<file path="src/rtl/poll_pkg.sv">
package poll_pkg;
    typedef enum logic [1:0] {
        ST_IDLE = 2'd0,
        ST_REQ  = 2'd1,
        ST_WAIT = 2'd2,
        ST_GAP  = 2'd3
    } poll_state_e;
endpackage

</file>
<file path="src/rtl/poll_capture.sv">
// Assembles status bytes of one read and evaluates the masked match.
module poll_capture #(
    parameter int STAT_W = 16,
    parameter int BYTE_W = 8
) (
    input  logic              clk,
    input  logic              rst_n,
    input  logic              clear,
    input  logic              rx_valid,
    input  logic [BYTE_W-1:0] rx_byte,
    input  logic              wide,
    input  logic [STAT_W-1:0] exp_val,
    input  logic [STAT_W-1:0] stat_mask,
    output logic              match
);
    localparam int NB = STAT_W / BYTE_W;
    localparam int IW = (NB > 1) ? $clog2(NB) : 1;

    logic [IW-1:0]     idx;
    logic [STAT_W-1:0] stat_q;
    logic [STAT_W-1:0] lane_en;

    always_ff @(posedge clk or negedge rst_n) begin
        if (!rst_n) begin
            idx    <= '0;
            stat_q <= '0;
        end else if (clear) begin
            idx    <= '0;
            stat_q <= '0;
        end else if (rx_valid) begin
            for (int b = 0; b < NB; b++) begin
                if (idx == IW'(b)) stat_q[b*BYTE_W +: BYTE_W] <= rx_byte;
            end
            if (idx != IW'(NB - 1)) idx <= idx + 1'b1;
        end
    end

    // lane 0 is always compared; upper lanes only in wide mode
    for (genvar g = 0; g < NB; g++) begin : g_lane
        if (g == 0) begin : g_first
            assign lane_en[BYTE_W-1:0] = '1;
        end else begin : g_upper
            assign lane_en[g*BYTE_W +: BYTE_W] = {BYTE_W{wide}};
        end
    end

    assign match = (((stat_q ^ exp_val) & stat_mask & lane_en) == '0);
endmodule

</file>
<file path="src/rtl/poll_gap.sv">
// Counts the deselect interval while enabled.
module poll_gap #(
    parameter int GAP_W = 4
) (
    input  logic             clk,
    input  logic             rst_n,
    input  logic             run,
    input  logic [GAP_W-1:0] limit,
    output logic             expired
);
    logic [GAP_W-1:0] cnt;

    always_ff @(posedge clk or negedge rst_n) begin
        if (!rst_n)        cnt <= '0;
        else if (!run)     cnt <= '0;
        else if (!expired) cnt <= cnt + 1'b1;
    end

    assign expired = (cnt == limit);
endmodule

</file>
<file path="src/rtl/poll_engine.sv">
module poll_engine #(
    parameter int STAT_W = 16,
    parameter int BYTE_W = 8,
    parameter int GAP_W  = 4
) (
    input  logic              clk,
    input  logic              rst_n,
    input  logic              poll_en,
    input  logic              stat_wide,
    input  logic [STAT_W-1:0] exp_val,
    input  logic [STAT_W-1:0] stat_mask,
    input  logic [GAP_W-1:0]  desel_cycles,
    input  logic              start,
    input  logic              stop,
    input  logic              clr_end,
    input  logic              end_irq_mask,
    input  logic              rx_valid,
    input  logic [BYTE_W-1:0] rx_byte,
    input  logic              seq_done,
    output logic              seq_req,
    output logic              busy,
    output logic              end_flag,
    output logic              end_irq
);
    import poll_pkg::*;

    poll_state_e state, nxt;
    logic        match;
    logic        gap_done;
    logic        finish;

    poll_capture #(.STAT_W(STAT_W), .BYTE_W(BYTE_W)) u_cap (
        .clk      (clk),
        .rst_n    (rst_n),
        .clear    (state == ST_REQ),
        .rx_valid (rx_valid),
        .rx_byte  (rx_byte),
        .wide     (stat_wide),
        .exp_val  (exp_val),
        .stat_mask(stat_mask),
        .match    (match)
    );

    poll_gap #(.GAP_W(GAP_W)) u_gap (
        .clk    (clk),
        .rst_n  (rst_n),
        .run    (state == ST_GAP),
        .limit  (desel_cycles),
        .expired(gap_done)
    );

    assign finish = (state == ST_WAIT) && seq_done && !stop && (!poll_en || match);

    // next-state logic
    always_comb begin
        nxt = state;
        if (stop) begin
            nxt = ST_IDLE;
        end else begin
            unique case (state)
                ST_IDLE: if (start) nxt = ST_REQ;
                ST_REQ:  nxt = ST_WAIT;
                ST_WAIT: if (seq_done) nxt = finish ? ST_IDLE : ST_GAP;
                ST_GAP:  if (gap_done) nxt = ST_REQ;
                default: nxt = ST_IDLE;
            endcase
        end
    end

    // state register
    always_ff @(posedge clk or negedge rst_n) begin
        if (!rst_n) state <= ST_IDLE;
        else        state <= nxt;
    end

    // sticky end flag: set has priority over clear
    always_ff @(posedge clk or negedge rst_n) begin
        if (!rst_n)       end_flag <= 1'b0;
        else if (finish)  end_flag <= 1'b1;
        else if (clr_end) end_flag <= 1'b0;
    end

    // outputs
    always_comb begin
        seq_req = (state == ST_REQ);
        busy    = (state != ST_IDLE);
        end_irq = end_flag && !end_irq_mask;
    end
endmodule

</file>
<file path="config.mk">
export PLATFORM = sky130hd
export DESIGN_NAME = poll_engine
export DESIGN_NICKNAME = d
export VERILOG_FILES = /design/src/rtl/poll_pkg.sv /design/src/rtl/poll_capture.sv /design/src/rtl/poll_gap.sv /design/src/rtl/poll_engine.sv
export SDC_FILE = /design/constraint.sdc
export NUM_CORES = 1
export LEC_CHECK = 0
export ABC_AREA = 1
export BUFFER_PORTS_ARGS = -buffer_cell sky130_fd_sc_hd__buf_2
export CAP_MARGIN = 20
export CORE_ASPECT_RATIO = 1.75
export CORE_MARGIN = 3
export CORE_UTILIZATION = 44
export DETAILED_ROUTE_END_ITERATION = 8
export GPL_TIMING_DRIVEN = 0
export PLACE_DENSITY = 0.86
export RECOVER_POWER = 50
export SYNTH_ARGS = -nofsm -noshare
export SYNTH_HDL_FRONTEND = slang
export SYNTH_SLANG_ARGS = --single-unit
</file>
<file path="constraint.sdc">
create_clock -name clk -period 1.4 [get_ports clk]
set_input_delay 0.42 -clock clk [delete_from_list [all_inputs] [get_ports clk]]
set_output_delay 0.42 -clock clk [all_outputs]
set_load 0.05 [all_outputs]
</file>
# --- Word-level counts from Yosys, hierarchy flattened ---
# Cells that the tools add are included.
totals:
  out_inout_bits: 4
  ramBits: 0
  memories: 0
  romBits: 0
  latch_bits: 0
  register_bits: 24
  input_bits: 54
  word_cells: 54
classes:
  mux: 17
  n_addsub: 2
  n_div: 0
  order_cmp: 0
  bitwise_logic: 3
  n_eq_ne: 9
  n_reduce_logical: 17
  shift: 0
  multipliers: 0
ops:
  columns: ["op", "n"]
  rows:
  - ["16-bit AND", 2]
  - ["16-bit 2-to-1 mux", 2]
  - ["16-bit zero test", 1]
  - ["8-bit 2-to-1 mux", 2]
  - ["16-bit bitwise XOR", 1]
  - ["2-bit 2-to-1 mux", 5]
  - ["3-bit != test (second input constant)", 3]
  - ["4-bit 2-to-1 mux", 2]
  - ["2-bit case mux with 4 select lines", 1]
  - ["2-bit nonzero test", 4]
  - ["1-bit 2-to-1 mux", 5]
  - ["4-bit by 1-bit adder with 4-bit output (second input constant)", 1]
  - ["2-bit == test (second input constant)", 2]
  - ["4-bit == test", 1]
  - ["1-bit logical AND", 4]
  - ["2-bit != test (second input constant)", 2]
  - ["2-bit AND reduction", 2]
  - ["1-bit zero test", 3]
  - ["3-bit AND reduction", 1]
  - ["2-bit by 1-bit == test with 1-bit output (second input constant)", 1]
  - ["2-bit zero test", 1]
  - ["1-bit adder (second input constant)", 1]
  - ["1-bit logical OR", 1]

# --- Longest topological paths before layout ---
logic_depth:
  word_depth: 10
  mapped_depth: 14
  mapped_depth_nobuf: 14

# --- By module ---
# A second synthesis with hierarchy kept.
hier_totals:
  hier_cells: 235
  area_unflattened_um2: 1624.1
modules_own_cells:
  columns: ["module", "n_inst", "area_per_inst_um2", "cells_each", "seq_area_each_um2"]
  rows:
  - ["poll_capture", 1, 1052.3, 150, 425.4]
  - ["poll_gap", 1, 297.8, 45, 100.1]
  - ["poll_engine", 1, 274.0, 40, 75.1]

# --- Worst setup path after synthesis ---
# No wires, ideal clock.
synth_path:
  path_type: "reg2out"
  startpoint: "register end_flag"
  endpoint: "output end_irq"
  n_path_buf: 0
  t_arrival_ns: 1.368
  t_required_ns: 0.980
  slack_ns: -0.388
  stages_incl_launch_ff: 3
  path_cell_list: "dfrtp_1 > inv_1 > nor2_1"
synth_between:
  elab_chain_len: 1
synth_lines:
  columns: ["item", "line", "rtl"]
  rows:
  - ["from (decl)", "poll_engine.sv:22", "output logic end_flag,"]
  - ["from (signal assigned)", "poll_engine.sv:78", "if (!rst_n) end_flag <= 1'b0;"]
  - ["from (signal assigned)", "poll_engine.sv:79", "else if (finish) end_flag <= 1'b1;"]
  - ["from (signal assigned)", "poll_engine.sv:80", "else if (clr_end) end_flag <= 1'b0;"]
  - ["1-bit logical AND", "poll_engine.sv:87", "end_irq = end_flag && !end_irq_mask;"]
  - ["to (decl)", "poll_engine.sv:23", "output logic end_irq"]
# Every way passes these cells.

# --- Worst setup path in the final report ---
layout_path:
  startpoint: "register state[1]"
  endpoint: "output busy"
layout_between:
  elab_chain_len: 1
layout_lines:
  columns: ["item", "line", "rtl"]
  rows:
  - ["from (decl)", "poll_engine.sv:27", "poll_state_e state, nxt;"]
  - ["from (signal assigned)", "poll_engine.sv:73", "else state <= nxt;"]
  - ["2-bit nonzero test", "poll_engine.sv:86", "busy = (state != ST_IDLE);"]
  - ["to (decl)", "poll_engine.sv:21", "output logic busy,"]
# Every way passes these cells.

==> metrics.txt <==
Slew @ Worst Pin=0.583 ns; leakage=1.18 nW; syn_area_per_cell=6.75 um2; CP max stage cell=dfrtp_1; number of clock sinks=24; Worst Skew=0.00595 ns; die area=4260 um2; GRT Resource Usage Total=18.8%; Final Hold Vio Count=0; critical path capture point type=primary output; crit-path max FO=2; I/O Buffers=57; Pwr Density=1240 nW/um2; CP Launch Type=flop; arrival time worst endpoint=1.17 ns; root buf cell=clkbuf_8; WL final=3.84 mm; fin crit period=1.59 ns; first-pass GRT wire length=6.27 mm; library cells used by synthesis=21; Yosys top cell area share=39.2%; core area=3240 um2; Post-Place Cells=327; Worst EP required=0.98 ns; RSZ-0062 raised after global routing=yes; sequential element share of the synthesized area=39.2%; clock network latency to the later pin of the worst-skew pair=0.26 ns; Vias/cell=4.75; CTS tree=done; worst rel slew slack=61.2%; TritonCTS Buffers=3; CTS max path bufs=2; hpwl dp=2.95 mm; pre-CTS setup slack=-0.187 ns; post-synthesis register bit count=24; CP max stage delay=0.42 ns; worst vdd ir=1090 uV; fin. max-slew vios=0; Final Worst Setup Slack=-0.190 ns; cell taking the most area after synthesis=dfrtp_1; MaxCap Viol Count=0; Setup violations, final=4; Die W=50.6 um; vias=1614; DRT antenna net count=0; critical path, cell by cell=inv_2 -> ha_4 -> clkinvlp_4 -> buf_8; Initial DRC Count=19; Syn Inst Count=227; Residual DRC=0; final instance area=2160 um2; Clk pin slew, worst setup/hold paths=0.08 ns; I/O pin cnt=58; largest net degree at the start of global routing=25; failing checks=setup timing; Cell Count, Final, Fillers Out=340; fraction of layout cells with a size suffix above 1=38.0%; initial antenna violation count=0; vias in the first global route=1623; WL/cell=11.3 um; worst min path class=primary input to asynchronous set/reset pin; netlist area before placement=1530 um2; Diodes inserted=0; Die Y=84.1 um; Final Power=0.00268 W; gpl congestion=0.769; FP Rows=27; nets@finish=357; achievable frequency=0.629 GHz; outcome=finished, violations left; aggregate global routing overflow=0; Initial Util=47.3%; Area growth syn-to-layout=41.2%; CTS H-Tree Depth=1; most frequent cells in the layout=68 x nand2_1, 53 x buf_2, 42 x inv_1, 23 x dfrtp_1, 17 x o21ai_0; Pre-antenna DRT Iters=4; DP Area=1900 um2; Syn. warnings=0; final worst path period share=114%; critical path class=flop to primary output; commonest non-fill, non-tap cell in the layout=nand2_1; top post-synthesis cells by area=dfrtp_1 39%, nand2_1 18%, inv_1 13%; Synth Net Count=286; Core Util, Final=66.7%
[final cells by class]
cell class | count | area (um2)
fill | 300 | 1080
tap | 43 | 53.8
timing repair buffer | 66 | 383
inverter | 52 | 199
multi-input combinational | 150 | 845
sequential | 24 | 602
clock buffer | 3 | 41.3
clock inverter | 1 | 30.0
buffer | 1 | 11.3
[worst max-delay path: cells and delay by family, from the launching register on]
| family | cells | cell delay (ns) |
|---|---|---|
| adders and majority gates | 1 | 0.14 |
| DFF | 1 | 0.42 |
| buffers and inverters | 3 | 0.35 |
[cells by family (layout without fill, tap and decap cells)]
logic type	Yosys count	after routing	synth area share, %
adders and majority gates	5	5	4.08
DFF	24	24	39.2
and+or+nand+nor	115	115	32.2
buffers and inverters	53	123	13.1
xor gates and xnor gates	4	4	2.29
muxes	1	1	0.735
AOI/OAI and AO/OA	25	25	8.49
[power by group]
group / total, W / switching [W] / leakage [nW] / internal [W]
Combinational: 0.00111 / 0.000622 / 0.831 / 0.000486
Clock: 0.000589 / 0.000207 / 0.0357 / 0.000382
Sequential: 0.000980 / 0.000112 / 0.317 / 0.000867
[registers in the layout (all words and copies together) (netlist names)]
signal / flops
state: 2
u_cap.stat_q: 16
end_flag: 1
u_cap.idx: 1
u_gap.cnt: 4
[synth_stat cells, drive strengths merged]
cell type / n
nand2: 74
inv: 52
dfrtp: 24
o21ai: 20
nor2: 18
nand3: 16
ha: 5
a21oi: 4
xnor2: 4
and3: 2
nand4: 2
buf: 1
mux2: 1
nand3b: 1
nor3: 1
o22ai: 1
or2: 1
[worst paths after layout]
path | cells past startpoint | start | endpoint | slack, ns
worst max register to register | 11 | u_cap.stat_q[3] | state[1] | -0.02
max in group asynchronous | 1 | rst_n | state[0] | 0.84
worst min register to register | 2 | u_cap.stat_q[1] | u_cap.stat_q[1] | 0.55
worst min-delay path | 1 | rst_n | u_cap.stat_q[6] | 0.14
worst max-delay path | 4 | state[1] | busy | -0.19
min in group clk | 2 | clr_end | end_flag | 0.33
[stage by stage]
stage | hold WS [ns] | setup TNS, ns
2_1_floorplan | 0.124 | -0.388
3_3_place_gp | 0.436 | -0.336
4_1_cts | 0.142 | -0.363
5_1_grt | 0.186 | -0.715
6_report | 0.144 | -0.376
3_5_place_dp | 0.422 | -0.458
[timing repair]
item	in CTS	in global routing
resized for setup	18	28
setup buffers	6	3
hold buffers	0	0
endpoints found under the setup margin	6	19
pin swaps	7	11
[layer usage]
metal / up-vias / wire length (um) / track usage, %
li1: 824 / - / -
met1: 732 / 1300 / 19.0
met2: 46 / 2190 / 34.8
met3: 12 / 207 / 3.40
met4: 0 / 137 / 10.0
met5: - / 0 / 0
Power figures use the tool's default switching activity.
